## src/rtl/spi_hold_pkg.sv

```systemverilog
package spi_hold_pkg;

  // Pin bundle as seen by the synchroniser
  typedef struct packed {
    logic sck;
    logic cs_n;
    logic si;
    logic hold_n;
  } pin_set_t;

  localparam int PIN_W = $bits(pin_set_t);

  // Idle values: clock low, deselected, data low, no pause
  localparam pin_set_t PIN_IDLE = '{sck: 1'b0, cs_n: 1'b1, si: 1'b0, hold_n: 1'b1};

endpackage

```

## src/rtl/spi_pin_sync.sv

```systemverilog
module spi_pin_sync #(
  parameter int W = 4,
  parameter int STAGES = 2,
  parameter logic [W-1:0] RST_VAL = '0
) (
  input  logic         clk,
  input  logic         rst_n,
  input  logic [W-1:0] d,
  output logic [W-1:0] q
);

  generate
    for (genvar i = 0; i < W; i++) begin : g_bit
      logic [STAGES-1:0] chain;
      always_ff @(posedge clk or negedge rst_n) begin
        if (!rst_n) chain <= {STAGES{RST_VAL[i]}};
        else        chain <= {chain[STAGES-2:0], d[i]};
      end
      assign q[i] = chain[STAGES-1];
    end
  endgenerate

endmodule

```

## src/rtl/spi_hold_ctl.sv

```systemverilog
module spi_hold_ctl (
  input  logic clk,
  input  logic rst_n,
  input  logic cs_act,
  input  logic sck_lvl,
  input  logic hold_lvl,
  output logic held
);

  // Pause state may only change during the clock-low phase; a request
  // arriving while the clock is high is picked up on the next low phase.
  always_ff @(posedge clk or negedge rst_n) begin
    if (!rst_n)        held <= 1'b0;
    else if (!cs_act)  held <= 1'b0;
    else if (!sck_lvl) held <= ~hold_lvl;
  end

endmodule

```

## src/rtl/spi_rx_shift.sv

```systemverilog
module spi_rx_shift #(
  parameter int BYTE_W = 8,
  parameter int IDX_W = 16
) (
  input  logic              clk,
  input  logic              rst_n,
  input  logic              cs_act,
  input  logic              rise_evt,
  input  logic              si_lvl,
  output logic              at_boundary,
  output logic              rx_valid,
  output logic [BYTE_W-1:0] rx_data,
  output logic [IDX_W-1:0]  rx_idx
);

  localparam int CNT_W = (BYTE_W > 1) ? $clog2(BYTE_W) : 1;
  localparam logic [CNT_W-1:0] LAST = CNT_W'(BYTE_W - 1);

  logic [CNT_W-1:0]  bit_cnt;
  logic [IDX_W-1:0]  idx_cnt;
  logic [BYTE_W-1:0] shreg;
  logic [BYTE_W-1:0] next_byte;

  assign next_byte   = {shreg[BYTE_W-2:0], si_lvl};
  assign at_boundary = (bit_cnt == '0);

  always_ff @(posedge clk or negedge rst_n) begin
    if (!rst_n) begin
      bit_cnt  <= '0;
      idx_cnt  <= '0;
      shreg    <= '0;
      rx_valid <= 1'b0;
      rx_data  <= '0;
      rx_idx   <= '0;
    end else begin
      rx_valid <= 1'b0;
      if (!cs_act) begin
        bit_cnt <= '0;
        idx_cnt <= '0;
        shreg   <= '0;
      end else if (rise_evt) begin
        shreg <= next_byte;
        if (bit_cnt == LAST) begin
          bit_cnt  <= '0;
          rx_valid <= 1'b1;
          rx_data  <= next_byte;
          rx_idx   <= idx_cnt;
          idx_cnt  <= idx_cnt + 1'b1;
        end else begin
          bit_cnt <= bit_cnt + 1'b1;
        end
      end
    end
  end

endmodule

```

## src/rtl/spi_tx_shift.sv

```systemverilog
module spi_tx_shift #(
  parameter int BYTE_W = 8
) (
  input  logic              clk,
  input  logic              rst_n,
  input  logic              cs_act,
  input  logic              held,
  input  logic              fall_evt,
  input  logic              at_boundary,
  input  logic              tx_valid,
  input  logic [BYTE_W-1:0] tx_data,
  output logic              tx_ready,
  output logic              so_data,
  output logic              so_oe
);

  logic [BYTE_W-1:0] shreg;
  logic              pending;

  assign tx_ready = fall_evt & at_boundary & tx_valid;

  always_ff @(posedge clk or negedge rst_n) begin
    if (!rst_n) begin
      shreg   <= '0;
      pending <= 1'b0;
      so_data <= 1'b0;
    end else if (!cs_act) begin
      shreg   <= '0;
      pending <= 1'b0;
      so_data <= 1'b0;
    end else if (fall_evt) begin
      if (at_boundary) begin
        pending <= tx_valid;
        if (tx_valid) begin
          so_data <= tx_data[BYTE_W-1];
          shreg   <= {tx_data[BYTE_W-2:0], 1'b0};
        end
      end else begin
        so_data <= shreg[BYTE_W-1];
        shreg   <= {shreg[BYTE_W-2:0], 1'b0};
      end
    end
  end

  // Output enable follows select, pending slot and pause one cycle later
  always_ff @(posedge clk or negedge rst_n) begin
    if (!rst_n) so_oe <= 1'b0;
    else        so_oe <= cs_act & pending & ~held;
  end

endmodule

```

## src/rtl/spi_hold_target.sv

```systemverilog
module spi_hold_target
  import spi_hold_pkg::*;
#(
  parameter int BYTE_W = 8,
  parameter int IDX_W = 16,
  parameter int SYNC_STAGES = 2
) (
  input  logic              clk,
  input  logic              rst_n,
  input  logic              sck,
  input  logic              cs_n,
  input  logic              si,
  input  logic              hold_n,
  output logic              so_data,
  output logic              so_oe,
  output logic              rx_valid,
  output logic [BYTE_W-1:0] rx_data,
  output logic [IDX_W-1:0]  rx_idx,
  input  logic              tx_valid,
  output logic              tx_ready,
  input  logic [BYTE_W-1:0] tx_data
);

  pin_set_t raw_pins;
  pin_set_t syn_pins;
  logic [PIN_W-1:0] syn_vec;

  assign raw_pins.sck    = sck;
  assign raw_pins.cs_n   = cs_n;
  assign raw_pins.si     = si;
  assign raw_pins.hold_n = hold_n;

  spi_pin_sync #(
    .W      (PIN_W),
    .STAGES (SYNC_STAGES),
    .RST_VAL(PIN_IDLE)
  ) u_sync (
    .clk  (clk),
    .rst_n(rst_n),
    .d    (raw_pins),
    .q    (syn_vec)
  );

  assign syn_pins = pin_set_t'(syn_vec);

  logic cs_act;
  logic sck_lvl;
  logic sck_prev;
  logic held;
  logic rise_evt;
  logic fall_evt;
  logic at_boundary;

  assign cs_act  = ~syn_pins.cs_n;
  assign sck_lvl = syn_pins.sck;

  always_ff @(posedge clk or negedge rst_n) begin
    if (!rst_n) sck_prev <= 1'b0;
    else        sck_prev <= sck_lvl;
  end

  spi_hold_ctl u_hold (
    .clk     (clk),
    .rst_n   (rst_n),
    .cs_act  (cs_act),
    .sck_lvl (sck_lvl),
    .hold_lvl(syn_pins.hold_n),
    .held    (held)
  );

  assign rise_evt = cs_act & ~held &  sck_lvl & ~sck_prev;
  assign fall_evt = cs_act & ~held & ~sck_lvl &  sck_prev;

  spi_rx_shift #(
    .BYTE_W(BYTE_W),
    .IDX_W (IDX_W)
  ) u_rx (
    .clk        (clk),
    .rst_n      (rst_n),
    .cs_act     (cs_act),
    .rise_evt   (rise_evt),
    .si_lvl     (syn_pins.si),
    .at_boundary(at_boundary),
    .rx_valid   (rx_valid),
    .rx_data    (rx_data),
    .rx_idx     (rx_idx)
  );

  spi_tx_shift #(
    .BYTE_W(BYTE_W)
  ) u_tx (
    .clk        (clk),
    .rst_n      (rst_n),
    .cs_act     (cs_act),
    .held       (held),
    .fall_evt   (fall_evt),
    .at_boundary(at_boundary),
    .tx_valid   (tx_valid),
    .tx_data    (tx_data),
    .tx_ready   (tx_ready),
    .so_data    (so_data),
    .so_oe      (so_oe)
  );

endmodule

```

## config.mk

```make
export PLATFORM = sky130hd
export DESIGN_NAME = spi_hold_target
export DESIGN_NICKNAME = d
export VERILOG_FILES = /design/src/rtl/spi_hold_pkg.sv /design/src/rtl/spi_pin_sync.sv /design/src/rtl/spi_hold_ctl.sv /design/src/rtl/spi_rx_shift.sv /design/src/rtl/spi_tx_shift.sv /design/src/rtl/spi_hold_target.sv
export SDC_FILE = /design/constraint.sdc
export NUM_CORES = 1
export LEC_CHECK = 0
export ABC_AREA = 1
export BUFFER_PORTS_ARGS = -buffer_cell sky130_fd_sc_hd__buf_2
export CORE_MARGIN = 3
export CORE_UTILIZATION = 35
export CTS_BUF_LIST = sky130_fd_sc_hd__clkbuf_2 sky130_fd_sc_hd__clkbuf_4 sky130_fd_sc_hd__clkbuf_8
export CTS_CLUSTER_DIAMETER = 80
export DETAILED_ROUTE_END_ITERATION = 12
export PLACE_DENSITY = 0.54
export SLEW_MARGIN = 20
export SYNTH_ARGS = -nofsm -noshare
export SYNTH_HDL_FRONTEND = slang
export SYNTH_SLANG_ARGS = --single-unit
```

## constraint.sdc

```tcl
create_clock -name clk -period 4.4 [get_ports clk]
set_clock_uncertainty 0.1 [all_clocks]
set_input_delay 0.22 -clock clk [delete_from_list [all_inputs] [get_ports clk]]
set_output_delay 0.22 -clock clk [all_outputs]
set_load 0.02 [all_outputs]
```

# Yosys cells after proc, flatten, opt, wreduce, memory -nomap -nowiden

Index checks and enable logic that the tools add are counted.

Add/sub/neg operators: 2
Equal/unequal tests: 3
Multiplexer cells: 24
Bitwise gates (word level): 14
Reductions and logical operators: 9

Operators by type and width:

| cell                                          | number |
|---|---|
| 2-to-1 mux 16 bit                             | 3 |
| 2-to-1 mux 8 bit                              | 4 |
| adder 16 x 1 -> 16 bit, second input constant | 1 |
| 2-to-1 mux 7 bit                              | 2 |
| 2-to-1 mux 1 bit                              | 12 |
| bitwise AND 1 bit                             | 9 |
| 2-to-1 mux 3 bit                              | 3 |
| nonzero test 2 bit                            | 4 |
| AND reduction 2 bit                           | 3 |
| NOT 1 bit                                     | 5 |
| adder 3 x 1 -> 3 bit, second input constant   | 1 |
| == test 3 bit, second input constant          | 1 |
| zero test 3 bit                               | 1 |
| != test 3 bit, second input constant          | 1 |
| AND reduction 3 bit                           | 1 |
| != test 2 x 1 -> 1 bit, second input constant | 1 |

Bits in registers: 72
Logic and storage cells: 68

# Longest topological paths before layout

Gate-level depths: netlist (run 1).

Depth after elaboration: 6
Gate-level depth with buffers: 9
Gate-level depth less buffers: 8

# Cells and area by module

From an unflattened synthesis (run 1), not the netlist that was laid out.

Cells, all modules: 367
Area, all modules: 3,131.8 µm²

By module, submodules not included:

| module          | times used | cells an instance | area each (µm²) | seq. area each (µm²) |
|---|---|---|---|---|
| spi_rx_shift    | 1          | 266               | 2,257.2         | 1,276.2 |
| spi_tx_shift    | 1          | 73                | 531.8           | 250.2 |
| spi_pin_sync    | 1          | 12                | 235.2           | 205.2 |
| spi_hold_target | 1          | 10                | 61.3            | 25.0 |
| spi_hold_ctl    | 1          | 6                 | 46.3            | 25.0 |

# Worst setup path after synthesis (run 1)

No wires, ideal clock.

Path type: register -> register
From: register u_rx.bit_cnt[0]
To: register u_tx.shreg[1]
Arrival time: 1.486 ns
Required time: 4.217 ns
Path slack: 2.731 ns
Cell stages (with the launch flop): 7
Cells stage by stage: dfrtp_1 inv_1 ha_1 nand2_1 nor3_1 nand3_1 o21ai_0

Word-level cells in the longest chain between the ends: 4
Elaborated cells on any way between the ends: 6

Ends and longest elaborated chain:

| item                   | line               | source |
|---|---|---|
| from (decl)            | spi_rx_shift.sv:19 | `logic [CNT_W-1:0] bit_cnt;` |
| from (signal assigned) | spi_rx_shift.sv:50 | `bit_cnt <= bit_cnt + 1'b1;` |
| zero test 3 bit (*)    | spi_rx_shift.sv:25 | `assign at_boundary = (bit_cnt == '0);` |
| 2-to-1 mux 8 bit       | spi_tx_shift.sv:32 | `if (at_boundary) begin` |
| 2-to-1 mux 8 bit       | spi_tx_shift.sv:31 | `end else if (fall_evt) begin` |
| 2-to-1 mux 8 bit       | spi_tx_shift.sv:27 | `end else if (!cs_act) begin` |
| to (signal assigned)   | spi_tx_shift.sv:36 | `shreg <= {tx_data[BYTE_W-2:0], 1'b0};` |
| to (signal assigned)   | spi_tx_shift.sv:40 | `shreg <= {shreg[BYTE_W-2:0], 1'b0};` |
| to (decl)              | spi_tx_shift.sv:17 | `logic [BYTE_W-1:0] shreg;` |

Mark *: on every way between the ends. The rest lies on a longest branch, timed or not. The select of a mux whose other input is x is not followed.
A chain may end at the register's enable or synchronous reset.

# Worst setup path in the final report (run 1)

From: register u_rx.bit_cnt[0]
To: output tx_ready

Word-level cells in the longest chain between the ends: 3

Ends and longest elaborated chain:

| item                           | line                  | source |
|---|---|---|
| zero test 3 bit                | spi_rx_shift.sv:25    |  |
| bitwise AND 1 bit (2 in a row) | spi_tx_shift.sv:20    | `assign tx_ready = fall_evt & at_boundary & tx_valid;` |
| to (decl)                      | spi_hold_target.sv:20 | `output logic tx_ready,` |

No other way between the ends.

==> impl_table.tex, run 1 <==
\begin{tabular}{lr}
\hline
Metric & Value \\
\hline
\multicolumn{2}{l}{\textbf{Cells and area}} \\
\quad Diode count & 0 \\
\quad NumNets Final & 401 \\
\quad Fraction of final layout cells with drive strength greater than 1 & roughly a fifth \\
\quad Area growth from synthesis to layout & 18.9\% \\
\quad Share of the core filled with cells in the final layout & 43.5\% \\
\quad Final std cells w/o fill & about 500 \\
\multicolumn{2}{l}{\textbf{Clock tree}} \\
\quad Max clock buf depth & 2 \\
\quad CTS tree & built \\
\quad CTS Root Buffer Type & sky130\_fd\_sc\_hd\_\_clkbuf\_8 \\
\quad TritonCTS sink count & 71 \\
\quad H-tree level count & 3 \\
\quad CTS Buf Count & 9 \\
\quad Clock-pin slew on the worst setup and hold paths & approximately 0.08 ns \\
\quad PostCTS Resize Cnt & 0 \\
\quad Clk Latency, worst-skew pair & $\sim$0.34 ns \\
\multicolumn{2}{l}{\textbf{Setup path}} \\
\quad First element of the critical path & u\_rx.bit\_cnt[0] \\
\quad Arrival time at the worst endpoint & between 1.5 and 2 ns \\
\quad Worst Setup Start Kind & flip-flop \\
\quad Worst path required time & 4.08 ns \\
\quad Worst Setup End Kind & output port \\
\quad R2R Path Start & u\_rx.bit\_cnt[0] \\
\quad Max FO, Critical Path & 15 \\
\quad Reg-to-reg critical path endpoint & u\_rx.idx\_cnt[9] \\
\quad Crit Path Class & flip-flop to output port \\
\quad Worst reg-to-reg setup slack & 2.25 ns \\
\quad Cell depth of the worst flop-to-flop path & 8 \\
\multicolumn{2}{l}{\textbf{Hold path}} \\
\quad Worst hold path type & input pin to flip-flop \\
\quad Cell depth of the worst min-delay path & 3 \\
\quad Worst hold endpoint & u\_tx.shreg[1] \\
\quad Min-delay src & tx\_data[0] \\
\multicolumn{2}{l}{\textbf{Detailed routing}} \\
\quad Vias per cell & 4.59 \\
\quad Remaining routing DRC violations & 0 \\
\quad Post-route ant nets & 0 \\
\quad Total wire length & just under 6 mm \\
\quad Routed wirelength normalized by instance count & between 10 and 15 µm \\
\quad Via count & 2257 \\
\quad Initial DRC Count & approximately 110 \\
\quad Pre-Repair DR Iteration Count & 4 \\
\multicolumn{2}{l}{\textbf{Global routing}} \\
\quad Global-route wire length before repair & approximately 11 mm \\
\quad Total grt overflow & 0 \\
\quad Largest net degree at the start of global routing & 51 \\
\quad Vias in the first global route & $\sim$2300 \\
\quad Antenna violations before repair & 0 \\
\quad Overall routing resource usage & between 10\% and 20\% \\
\multicolumn{2}{l}{\textbf{STA}} \\
\quad Setup repair after global routing missed its margin & no \\
\quad Sum of negative setup slack & 0 ns \\
\quad Final setup violating endpoints & 0 \\
\quad Tcrit/Tclk final & 49.4\% \\
\quad Count of endpoints failing hold in the final timing report & 0 \\
\quad Smallest hold slack & 0.0209 ns \\
\quad Fin crit period & about 2.2 ns \\
\quad Number of pins exceeding their max-slew limit in the final report & 0 \\
\quad Max\_slew headroom & between 40\% and 50\% \\
\quad Upper clock frequency limit & approximately 0.46 GHz \\
\quad Worst-margin pin slew & slightly above 0.8 ns \\
\quad Least setup slack across all paths after layout & between 2 and 2.5 ns \\
\multicolumn{2}{l}{\textbf{Die}} \\
\quad Number of top-level pins & 43 \\
\quad Die Y-Extent & between 90 and 100 µm \\
\quad Placeable core area & 0.00834 mm² \\
\quad Initial core utilization & approximately 37\% \\
\quad Standard-cell row count & 33 \\
\quad X dimension of the die & a little under 100 µm \\
\quad Total Die Area & 0.00988 mm² \\
\multicolumn{2}{l}{\textbf{Synth}} \\
\quad Part of the Yosys area used for sequential elements & approximately 60\% \\
\quad Number of nets in the synthesized netlist & about 350 \\
\quad List of most frequent post-synthesis cells & sky130\_fd\_sc\_hd\_\_nand2\_1 (77), sky130\_fd\_sc\_hd\_\_dfrtp\_1 (67), sky130\_fd\_sc\_hd\_\_inv\_1 (42) \\
\quad Summed instance area of the synthesized netlist & 0.00305 mm² \\
\quad Number of synthesis warnings & 0 \\
\quad Mean Syn Cell Area & between 9 and 10 µm² \\
\quad Leading cell type by number of instances after synthesis & sky130\_fd\_sc\_hd\_\_nand2\_1 \\
\quad Number of synthesized flops with an enable pin & 0 \\
\quad Primary FF master, synth & sky130\_fd\_sc\_hd\_\_dfrtp\_1 \\
\quad Top cell type's share of synthesized area & 54.9\% \\
\quad Count of distinct cell types in the synthesized netlist & 29 \\
\quad Synthesized netlist cell count & $\sim$330 \\
\quad Async S/R FF share, synth & 100\% \\
\quad Leading cell types by total area after synthesis & sky130\_fd\_sc\_hd\_\_dfrtp\_1 (55\%), sky130\_fd\_sc\_hd\_\_nand2\_1 (9.5\%), sky130\_fd\_sc\_hd\_\_o21ai\_0 (5.2\%) \\
\quad Cell taking the most area after synthesis & sky130\_fd\_sc\_hd\_\_dfrtp\_1 \\
\quad Number of storage elements in the synthesis netlist & 71 \\
\multicolumn{2}{l}{\textbf{Placement}} \\
\quad DPL Wire Length & 3.90 mm \\
\quad Final RePlAce weighted congestion & $\sim$0.83 \\
\quad Port buffer count & 42 \\
\quad Number of placed instances, taps included & between 400 and 500 \\
\quad Worst slack, placed & around 2.3 ns \\
\multicolumn{2}{l}{\textbf{Job}} \\
\quad Max-cap viol count & 0 \\
\multicolumn{2}{l}{\textbf{Status}} \\
\quad Status & complete, no violations \\
\multicolumn{2}{l}{\textbf{Pwr}} \\
\quad Ratio of total power to cell area & between 300 and 400 mW/mm² \\
\quad Max VDD drop & approximately 200 µV \\
\quad Leakage & 0.00180 µW \\
\hline
\end{tabular}
power by group:
part	switching (µW)	internal, µW
sequential	5.03	664
clock	252	378
combinational	42.5	19.9
total	300	1060
worst max path at each step:
stage	cells past startpoint	slack, ns	endpoint
global placement	7	2.30	u_rx.idx_cnt[6]
detailed placement	8	2.25	u_rx.idx_cnt[15]
global route	7	1.96	u_rx.idx_cnt[6]
finish	5	2.23	tx_ready
floorplan	6	2.73	u_tx.shreg[1]
CTS	5	2.20	tx_ready
per-layer routing:
layer | GRT usage (%) | part of all wire (%)
met1 | 18.1 | 49
met2 | 20.7 | 44
met3 | 3.16 | 5.6
met4 | 6.30 | 1.1
met5 | 0 | 0
logic make-up after synthesis:
group	share of synthesized area (%)
AND/OR/NAND/NOR	21.7
flip-flops	58.4
AO/OA/AOI/OAI	10.9
buffers and inverters	7.42
adder cells (fa/ha/maj)	1.64
per-stage QoR:
stage	total power [µW]	instance area [µm²]
final	1360	3630
after global routing	1420	3630
after CTS	1380	3630
after detailed placement	742	3330
after global placement	741	3330
after floorplan	714	3050
state kept, by name, indices dropped and copies added (netlist names):
signal	flops
u_rx.rx_idx	16
u_rx.rx_valid	1
u_rx.idx_cnt	16
u_tx.pending	1
u_sync.g_bit.chain	8
u_rx.rx_data	8
u_tx.so_oe	1
u_rx.bit_cnt	3
u_hold.held	1
u_rx.shreg	7
u_tx.so_data	1
u_tx.shreg	7
sck_prev	1
critical path, cell delays in order, from the launching register on:
cell	delay (ns)
sky130_fd_sc_hd__dfrtp_1	0.39
sky130_fd_sc_hd__inv_1	0.09
sky130_fd_sc_hd__ha_1	0.15
sky130_fd_sc_hd__nand2_1	0.25
sky130_fd_sc_hd__nor3_1	0.40
sky130_fd_sc_hd__buf_2	0.24
timing repair:
item                                   in CTS  in global routing
endpoints found under the hold margin      43                  0
setup buffers                               0                  0
hold buffers                                5                  0
cell type report:
cell class,instances,area [µm²]
multi-input cells,210,1040
fillers,856,4710
flip-flops and latches,71,1780
well taps,105,131
clock inverters,7,120
inverters,42,158
clock buffers,9,124
repair buffers,48,270
layout by cell type (no fill, tap or decap):
| cell | count |
|---|---|
| sky130_fd_sc_hd__a21oi_1 | 6 |
| sky130_fd_sc_hd__a22o_1 | 1 |
| sky130_fd_sc_hd__buf_2 | 41 |
| sky130_fd_sc_hd__buf_4 | 2 |
| sky130_fd_sc_hd__bufinv_16 | 3 |
| sky130_fd_sc_hd__clkbuf_8 | 9 |
| sky130_fd_sc_hd__clkinv_2 | 1 |
| sky130_fd_sc_hd__clkinv_4 | 1 |
| sky130_fd_sc_hd__clkinvlp_4 | 1 |
| sky130_fd_sc_hd__dfrtp_1 | 67 |
| sky130_fd_sc_hd__dfstp_2 | 4 |
| sky130_fd_sc_hd__dlygate4sd3_1 | 5 |
| sky130_fd_sc_hd__ha_1 | 4 |
| sky130_fd_sc_hd__inv_1 | 42 |
| sky130_fd_sc_hd__inv_6 | 1 |
| sky130_fd_sc_hd__nand2_1 | 77 |
| sky130_fd_sc_hd__nand2_2 | 3 |
| sky130_fd_sc_hd__nand2b_1 | 1 |
| sky130_fd_sc_hd__nand3_1 | 17 |
| sky130_fd_sc_hd__nand3_2 | 2 |
| sky130_fd_sc_hd__nand3_4 | 1 |
| sky130_fd_sc_hd__nand3b_1 | 1 |
| sky130_fd_sc_hd__nand4_1 | 2 |
| sky130_fd_sc_hd__nor2_1 | 30 |
| sky130_fd_sc_hd__nor2_4 | 2 |
| sky130_fd_sc_hd__nor3_1 | 5 |
| sky130_fd_sc_hd__nor3_4 | 2 |
| sky130_fd_sc_hd__o21ai_0 | 32 |
| sky130_fd_sc_hd__o21ai_1 | 10 |
| sky130_fd_sc_hd__o21bai_1 | 1 |
| sky130_fd_sc_hd__o21bai_2 | 1 |
| sky130_fd_sc_hd__o22ai_1 | 9 |
| sky130_fd_sc_hd__o31ai_1 | 1 |
| sky130_fd_sc_hd__or2_2 | 2 |
(Power assumes the default switching activity.)
==> inputs of run 2 (changes only) <==
clock period = 2.25 ns   (was 4.4 ns; I/O delays follow)
==> run 2 against run 1 <==
Non-clock buffer count increased by 8. Core utilization increased by 0.36 points. Clock power increased by 58%. First-iteration DRC count decreased by 25%. Wire length decreased by 0.35%. Clock-buffer cell count increased by 3. Critical path type unchanged.
==> impl_table.tex, run 2 (synthesis gave the netlist of run 1 again) <==
\begin{tabular}{lr}
\hline
Metric & Value \\
\hline
\multicolumn{2}{l}{\textbf{Setup path}} \\
\quad Arrival time at the worst endpoint & 1.57 ns (-0.28 ns) \\
\quad Worst path required time & 2.04 ns (-2.04 ns) \\
\quad Cell type of the slowest stage on the worst timing path & sky130\_fd\_sc\_hd\_\_dfrtp\_1 \\
\quad Largest stage delay on the critical path & 0.38 ns (-0.02 ns) \\
\quad Worst Setup End Kind & output port \\
\quad Max FO, Critical Path & 4 (-11) \\
\quad Crit path cell chain & inv\_1, ha\_1, nand2\_1, nor3\_1, buf\_2 \\
\quad Top Family by Delay on Critical Path & flip-flops \\
\quad Worst Setup Start Kind & flip-flop \\
\quad Crit Path Class & flip-flop to output port \\
\quad Total buffers and inverters traversed by the critical path & 2 (unchanged) \\
\multicolumn{2}{l}{\textbf{Cells and area}} \\
\quad Commonest cells after routing, fill and taps aside & sky130\_fd\_sc\_hd\_\_nand2\_1 (77), sky130\_fd\_sc\_hd\_\_dfrtp\_1 (67), sky130\_fd\_sc\_hd\_\_inv\_1 (42), sky130\_fd\_sc\_hd\_\_buf\_2 (42), sky130\_fd\_sc\_hd\_\_o21ai\_0 (32) \\
\quad Final-layout fill cell count & 839 (-2.0\%) \\
\quad Area taken by flip-flops and latches & 0.00178 mm² (unchanged) \\
\quad Area of the multi-input gates & 0.00104 mm² (unchanged) \\
\quad NumNets Final & 409 (+2.0\%) \\
\quad Area growth from synthesis to layout & 19.9\% \\
\quad Post-route cell area & 0.00366 mm² (+0.83\%) \\
\quad Diode count & 0 (unchanged) \\
\quad Commonest non-fill, non-tap cell in the layout & sky130\_fd\_sc\_hd\_\_nand2\_1 \\
\quad Largest registers & u\_rx.idx\_cnt (16), u\_rx.rx\_idx (16) \\
\quad Fraction of final layout cells with drive strength greater than 1 & 20.3\% (+0.61 points) \\
\multicolumn{2}{l}{\textbf{Placement}} \\
\quad DPL Wire Length & 4.10 mm (+5.1\%) \\
\quad Final RePlAce weighted congestion & 0.839 (+1.2\%) \\
\quad Area after DPL & 0.00337 mm² (+1.3\%) \\
\quad Worst slack, placed & 0.476 ns (-1.78 ns) \\
\quad Port buffer count & 42 (unchanged) \\
\multicolumn{2}{l}{\textbf{Detailed routing}} \\
\quad Post-route ant nets & 0 (unchanged) \\
\quad Vias per cell & 4.59 (about the same) \\
\quad Pre-Repair DR Iteration Count & 4 (unchanged) \\
\quad Via count & 2294 (+1.6\%) \\
\quad Total wire length & 5.95 mm (-0.35\%) \\
\quad Initial DRC Count & 80 (-25\%) \\
\quad Remaining routing DRC violations & 0 (unchanged) \\
\quad Routed wirelength normalized by instance count & 11.9 µm (-1.9\%) \\
\multicolumn{2}{l}{\textbf{Die}} \\
\quad Die Y-Extent & 99.4 µm (unchanged) \\
\quad Standard-cell row count & 33 (unchanged) \\
\quad Placeable core area & 0.00834 mm² (unchanged) \\
\quad Number of top-level pins & 43 (unchanged) \\
\quad X dimension of the die & 99.4 µm (unchanged) \\
\quad Initial core utilization & 36.6\% (unchanged) \\
\quad Total Die Area & 0.00988 mm² (unchanged) \\
\multicolumn{2}{l}{\textbf{Clock tree}} \\
\quad CTS tree & built \\
\quad CTS Root Buffer Type & sky130\_fd\_sc\_hd\_\_clkbuf\_8 \\
\quad CTS Buf Count & 9 (unchanged) \\
\quad Post-CTS setup repair buffer count & 0 (unchanged) \\
\quad TritonCTS sink count & 71 (unchanged) \\
\quad PostCTS Resize Cnt & 0 (unchanged) \\
\quad H-tree level count & 3 (unchanged) \\
\quad Max clock buf depth & 2 (unchanged) \\
\quad Clk Latency, worst-skew pair & 0.34 ns (about the same) \\
\quad Number of buffers added to fix hold violations after cts & 9 (+4) \\
\quad Clock-pin slew on the worst setup and hold paths & 0.07 ns (about the same) \\
\multicolumn{2}{l}{\textbf{Status}} \\
\quad Status & complete, no violations \\
\multicolumn{2}{l}{\textbf{Pwr}} \\
\quad Switching power & 550 µW (+83\%) \\
\quad Clock power share & 41.0\% (-5.3 points) \\
\quad Leakage & 0.00182 µW (+1.1\%) \\
\quad Proportion of total power due to net switching & 22.5\% (+0.47 points) \\
\quad Ratio of total power to cell area & 668 mW/mm² (+78\%) \\
\quad Sequential fraction of design power & 53.5\% (+4.4 points) \\
\quad Internal Pwr Total & 1890 µW (+78\%) \\
\quad Max VDD drop & 403 µV (+100\%) \\
\quad Proportion of power drawn by combinational gates & 5.5\% (+0.9 points) \\
\multicolumn{2}{l}{\textbf{STA}} \\
\quad Upper clock frequency limit & 0.562 GHz \\
\quad Final setup violating endpoints & 0 (unchanged) \\
\quad Number of pins exceeding their max-slew limit in the final report & 0 (unchanged) \\
\quad Sum of negative setup slack & 0 ns (unchanged) \\
\quad Tcrit/Tclk final & around four fifths \\
\quad Worst-margin pin slew & 0.640 ns (-0.177 ns) \\
\quad Max\_slew headroom & 57.3\% (+12 points) \\
\quad Least setup slack across all paths after layout & 0.471 ns (-1.76 ns) \\
\quad Setup repair after global routing missed its margin & no \\
\quad Fin crit period & roughly 1.8 ns \\
\quad Count of endpoints failing hold in the final timing report & 0 (unchanged) \\
\multicolumn{2}{l}{\textbf{Global routing}} \\
\quad Total grt overflow & 0 (unchanged) \\
\quad Antenna violations before repair & 0 (unchanged) \\
\quad Overall routing resource usage & 13.5\% (+0.014 points) \\
\quad Vias in the first global route & 2291 (unchanged) \\
\quad Largest net degree at the start of global routing & 43 (-16\%) \\
\quad Global-route wire length before repair & 10.6 mm (-0.13\%) \\
\multicolumn{2}{l}{\textbf{Job}} \\
\quad Max-cap viol count & 0 (unchanged) \\
\multicolumn{2}{l}{\textbf{Hold path}} \\
\quad Worst hold path type & input pin to flip-flop \\
\hline
\end{tabular}
run 2: changes by cell type in the layout (fill, tap and decap cells not counted), moves of 2 or more:
cell and change:
sky130_fd_sc_hd__buf_4 +2, sky130_fd_sc_hd__bufinv_16 -2, sky130_fd_sc_hd__dlygate4sd3_1 +4, sky130_fd_sc_hd__clkbuf_4 +3
run 2: power by group through the flow:
| stage | sequential (µW) | combinational, µW | clock [µW] |
|---|---|---|---|
| 5_1_grt | 1310 | 155 | 1100 |
| 3_5_place_dp | 1330 | 126 | 0 |
| 2_1_floorplan | 1330 | 63.9 | 0 |
| 6_report | 1310 | 134 | 1000 |
| 3_3_place_gp | 1330 | 125 | 0 |
| 4_1_cts | 1310 | 138 | 1050 |
run 2: area by class of cell:
cell class	instances	share of cell area, %
inverter	42	4.31
tap	105	3.59
clock inverter	4	1.30
timing repair buffer	56	9.58
sequential	71	48.7
multi-input combinational	210	28.5
clock buffer	12	4.00
run 2: worst reg2reg max path: cells and delay by family, from the launching register on:
kind | cells | cell delay [ns]
flip-flops | 1 | 0.38
buffers and inverters | 1 | 0.38
adder cells (fa/ha/maj) | 2 | 0.42
AND/OR/NAND/NOR | 3 | 0.41
run 2: metal layers:
metal / track usage, % / up-vias / wire length [µm]
met5: 0 / - / 0
met4: 5.36 / 0 / 92
met3: 4.63 / 7 / 326
met2: 21.1 / 51 / 2640
met1: 17.2 / 1057 / 2890
li1: - / 1179 / -
run 2: stage by stage:
step	power, µW	hold slack, ns	cells	utilization, %
2_1_floorplan	1400	-0.283	334	-
3_3_place_gp	1460	0.0731	475	40.5
3_5_place_dp	1460	0.0861	475	40.5
4_1_cts	2490	0.00577	500	43.9
5_1_grt	2560	0.0194	500	43.9
6_report	2440	0.0332	500	43.9
run 2: worst paths after layout:
| check | slack, ns | start | depth (start not counted) | to |
|---|---|---|---|---|
| worst min register to register | 0.25 | u_sync.g_bit[1].chain[0] | 0 | u_sync.g_bit[1].chain[1] |
| worst max-delay path | 0.47 | u_rx.bit_cnt[0] | 5 | tx_ready |
| worst min-delay path | 0.03 | tx_data[1] | 3 | u_tx.shreg[2] |
| max in group asynchronous | 1.13 | rst_n | 3 | u_sync.g_bit[0].chain[0] |
| min in group asynchronous | 0.23 | rst_n | 2 | u_rx.rx_idx[15] |
| worst max register to register | 0.50 | u_rx.bit_cnt[0] | 6 | u_rx.idx_cnt[4] |
==> inputs of run 3 (changes only) <==
ABC_AREA = 0   (was 1)
clock period = 1.7 ns   (was 2.25 ns; I/O delays follow)
==> run 3 against run 2 <==
The flow now finishes with violations (setup timing). Critical path depth increased by 1. First-iteration DRC count decreased by 49%. Sequential share of layout area decreased by 6.5 points. Total power increased by 30%. Wire length increased by 7.5%. Largest cell class unchanged. Largest power group unchanged. Highest routed layer unchanged.
==> impl_table.tex, run 3 <==
\begin{tabular}{lr}
\hline
Metric & Value \\
\hline
\multicolumn{2}{l}{\textbf{Cells and area}} \\
\quad Fraction of final layout cells with drive strength greater than 1 & 44.6\% (+24 points) \\
\quad Area growth from synthesis to layout & 39.8\% \\
\quad NumNets Final & 359 (-12\%) \\
\quad Final std cells w/o fill & 450 (-10\%) \\
\quad Area taken by flip-flops and latches & 0.00179 mm² (+0.28\%) \\
\quad Area of the multi-input gates & 0.00141 mm² (+35\%) \\
\quad Share of the core filled with cells in the final layout & 51.0\% (+7.1 points) \\
\quad Final-layout fill cell count & 731 (-13\%) \\
\quad Largest registers & u\_rx.idx\_cnt (16), u\_rx.rx\_idx (16) \\
\quad Diode count & 0 (unchanged) \\
\quad Commonest cells after routing, fill and taps aside & sky130\_fd\_sc\_hd\_\_dfrtp\_1 (66), sky130\_fd\_sc\_hd\_\_buf\_2 (42), sky130\_fd\_sc\_hd\_\_buf\_4 (25) \\
\quad Commonest non-fill, non-tap cell in the layout & sky130\_fd\_sc\_hd\_\_dfrtp\_1 \\
\multicolumn{2}{l}{\textbf{Pwr}} \\
\quad Max VDD drop & 481 µV (+19\%) \\
\quad Overall Power & 3180 µW (+30\%) \\
\quad Leakage & 0.00197 µW (+8.0\%) \\
\quad Ratio of total power to cell area & 751 mW/mm² (+12\%) \\
\multicolumn{2}{l}{\textbf{STA}} \\
\quad Worst-margin pin slew & 0.385 ns (-0.255 ns) \\
\quad Number of pins exceeding their max-slew limit in the final report & 0 (unchanged) \\
\quad Setup repair after global routing missed its margin & yes \\
\quad Max\_slew headroom & 74.3\% (+17 points) \\
\quad Count of endpoints failing hold in the final timing report & 0 (unchanged) \\
\quad Final setup violating endpoints & 34 (+34) \\
\quad Least setup slack across all paths after layout & -0.104 ns (-0.575 ns) \\
\quad Upper clock frequency limit & about 0.55 GHz \\
\quad Fin crit period & between 1.5 and 2 ns \\
\quad Tcrit/Tclk final & 106\% \\
\multicolumn{2}{l}{\textbf{Global routing}} \\
\quad Vias in the first global route & 2163 (-5.6\%) \\
\quad Total grt overflow & 0 (unchanged) \\
\quad Antenna violations before repair & 0 (unchanged) \\
\quad Global-route wire length before repair & 10.1 mm (-5.1\%) \\
\quad Overall routing resource usage & 12.8\% (-0.71 points) \\
\quad Largest net degree at the start of global routing & 72 (+67\%) \\
\multicolumn{2}{l}{\textbf{Synth}} \\
\quad Async S/R FF share, synth & 100\% (unchanged) \\
\quad Number of nets in the synthesized netlist & 267 (-24\%) \\
\quad Summed instance area of the synthesized netlist & 0.00303 mm² (-0.86\%) \\
\quad Number of synthesis warnings & 0 (unchanged) \\
\quad Leading cell type by number of instances after synthesis & sky130\_fd\_sc\_hd\_\_dfrtp\_1 \\
\quad Number of synthesized flops with an enable pin & 0 (unchanged) \\
\quad Primary FF master, synth & sky130\_fd\_sc\_hd\_\_dfrtp\_1 \\
\quad Mean Syn Cell Area & 12.2 µm² (+34\%) \\
\quad Synthesized netlist cell count & 248 (-26\%) \\
\quad Count of distinct cell types in the synthesized netlist & 41 (+41\%) \\
\quad List of most frequent post-synthesis cells & sky130\_fd\_sc\_hd\_\_dfrtp\_1 (67), sky130\_fd\_sc\_hd\_\_mux2\_2 (24), sky130\_fd\_sc\_hd\_\_nand2\_1 (20), sky130\_fd\_sc\_hd\_\_o21ai\_0 (20), sky130\_fd\_sc\_hd\_\_nor2\_1 (14) \\
\quad Leading cell types by total area after synthesis & sky130\_fd\_sc\_hd\_\_dfrtp\_1 (55\%), sky130\_fd\_sc\_hd\_\_mux2\_2 (8.9\%), sky130\_fd\_sc\_hd\_\_dfstp\_2 (3.5\%) \\
\quad Part of the Yosys area used for sequential elements & 58.9\% (+0.51 points) \\
\quad Cell taking the most area after synthesis & sky130\_fd\_sc\_hd\_\_dfrtp\_1 \\
\quad Top cell type's share of synthesized area & 55.4\% (+0.48 points) \\
\quad Number of storage elements in the synthesis netlist & 71 (unchanged) \\
\multicolumn{2}{l}{\textbf{Setup path}} \\
\quad Worst Setup End Kind & flip-flop \\
\quad Max FO, Critical Path & 12 (+8) \\
\quad Arrival time at the worst endpoint & 1.92 ns (+0.35 ns) \\
\quad Worst path required time & 1.82 ns (-0.22 ns) \\
\quad Cell depth of the worst flop-to-flop path & 6 (unchanged) \\
\quad Worst Setup Start Kind & flip-flop \\
\quad Crit Path Class & flip-flop to flip-flop \\
\multicolumn{2}{l}{\textbf{Detailed routing}} \\
\quad Post-route ant nets & 0 (unchanged) \\
\quad Initial DRC Count & 41 (-49\%) \\
\quad Via count & 2173 (-5.3\%) \\
\quad Remaining routing DRC violations & 0 (unchanged) \\
\quad Routed wirelength normalized by instance count & 14.2 µm (+19\%) \\
\quad Total wire length & 6.39 mm (+7.5\%) \\
\quad Vias per cell & 4.83 (+5.3\%) \\
\quad Pre-Repair DR Iteration Count & 4 (unchanged) \\
\multicolumn{2}{l}{\textbf{Placement}} \\
\quad Worst slack, placed & -0.0886 ns (-0.564 ns) \\
\quad Final RePlAce weighted congestion & 0.775 (-7.6\%) \\
\quad Number of placed instances, taps included & 406 (-15\%) \\
\quad Port buffer count & 42 (unchanged) \\
\quad DPL Wire Length & 3.77 mm (-8.0\%) \\
\multicolumn{2}{l}{\textbf{Clock tree}} \\
\quad CTS Root Buffer Type & sky130\_fd\_sc\_hd\_\_clkbuf\_8 \\
\quad TritonCTS sink count & 71 (unchanged) \\
\quad Max clock buf depth & 2 (unchanged) \\
\quad CTS tree & built \\
\quad H-tree level count & 3 (unchanged) \\
\quad Clk Latency, worst-skew pair & 0.33 ns (about the same) \\
\quad CTS Buf Count & 9 (unchanged) \\
\quad Clock-pin slew on the worst setup and hold paths & 0.07 ns (about the same) \\
\multicolumn{2}{l}{\textbf{Die}} \\
\quad Initial core utilization & 36.5\% (-0.13 points) \\
\quad Standard-cell row count & 33 (unchanged) \\
\quad Total Die Area & 0.00980 mm² (-0.80\%) \\
\quad Placeable core area & 0.00830 mm² (-0.50\%) \\
\quad X dimension of the die & 99.0 µm (-0.40\%) \\
\quad Die Y-Extent & 99.0 µm (-0.40\%) \\
\quad Number of top-level pins & 43 (unchanged) \\
\multicolumn{2}{l}{\textbf{Hold path}} \\
\quad Worst hold path type & input pin to asynchronous set/reset pin \\
\multicolumn{2}{l}{\textbf{Job}} \\
\quad Max-cap viol count & 0 (unchanged) \\
\multicolumn{2}{l}{\textbf{Status}} \\
\quad Status & finished with violations \\
\quad Violated checks & setup timing \\
\hline
\end{tabular}
run 3: what timing repair did:
item                                    CTS  global route
hold endpoints to repair                 84             0
pin swaps                                 8            12
hold buffers                             14             0
endpoints found under the setup margin   35            51
gates cloned                              0             3
gates resized for setup                  11            45
setup buffers                             5             6
run 3: cell families after synthesis:
family,count (synthesis),share of synthesized area [%]
simple gates,80,15.6
flops,71,58.9
compound gates,42,8.77
mux,29,10.6
buf+inv,14,2.23
xor+xnor,8,2.32
fa+ha+maj,4,1.65
run 3: worst max-delay path, stage by stage (launching register included):
cell	delay, ns
sky130_fd_sc_hd__dfrtp_1	0.37
sky130_fd_sc_hd__ha_2	0.20
sky130_fd_sc_hd__ha_4	0.15
sky130_fd_sc_hd__nand4bb_4	0.13
sky130_fd_sc_hd__nor2_4	0.21
sky130_fd_sc_hd__buf_12	0.19
sky130_fd_sc_hd__mux2_2	0.34
run 3: final timing paths:
kind | startpoint | to | slack, ns
worst max-delay path | u_rx.bit_cnt[0] | u_rx.rx_idx[6] | -0.10
worst max register to register | u_rx.bit_cnt[0] | u_rx.rx_idx[6] | -0.10
min in group clk | u_sync.g_bit[1].chain[0] | u_sync.g_bit[1].chain[1] | 0.25
max in group asynchronous | rst_n | u_sync.g_bit[2].chain[1] | 0.96
worst min-delay path | rst_n | u_rx.rx_idx[15] | 0.20
worst min register to register | u_sync.g_bit[1].chain[0] | u_sync.g_bit[1].chain[1] | 0.25
run 3: power breakdown:
group / total, µW / switching [µW] / internal (µW)
sequential: 1740 / 20.1 / 1720
combinational: 255 / 127 / 128
clock: 1190 / 611 / 574
total: 3180 / 758 / 2420
run 3: final cells by class:
class / count / area share [%]
tap: 105 / 3.11
multi-input combinational: 163 / 33.4
clock inverter: 4 / 0.592
clock buffer: 12 / 3.46
inverter: 3 / 0.385
sequential: 71 / 42.2
timing repair buffer: 92 / 16.8
run 3: per-stage QoR:
stage	TNS [ns]	instance area [µm²]	hold slack, ns
5_1_grt	-5.53	4230	0.233
2_1_floorplan	-1.45	3050	-0.311
3_5_place_dp	-1.90	3530	0.0421
3_3_place_gp	-0.189	3530	0.0423
4_1_cts	-2.14	3940	0.219
6_report	-2.30	4230	0.197
run 3: metal layers:
layer | vias to the layer above | GRT usage (%) | wire, µm
li1 | 1056 | - | -
met5 | - | 0 | 0
met4 | 0 | 3.99 | 77
met1 | 1070 | 16.0 | 2870
met2 | 40 | 20.6 | 3180
met3 | 7 | 4.67 | 264
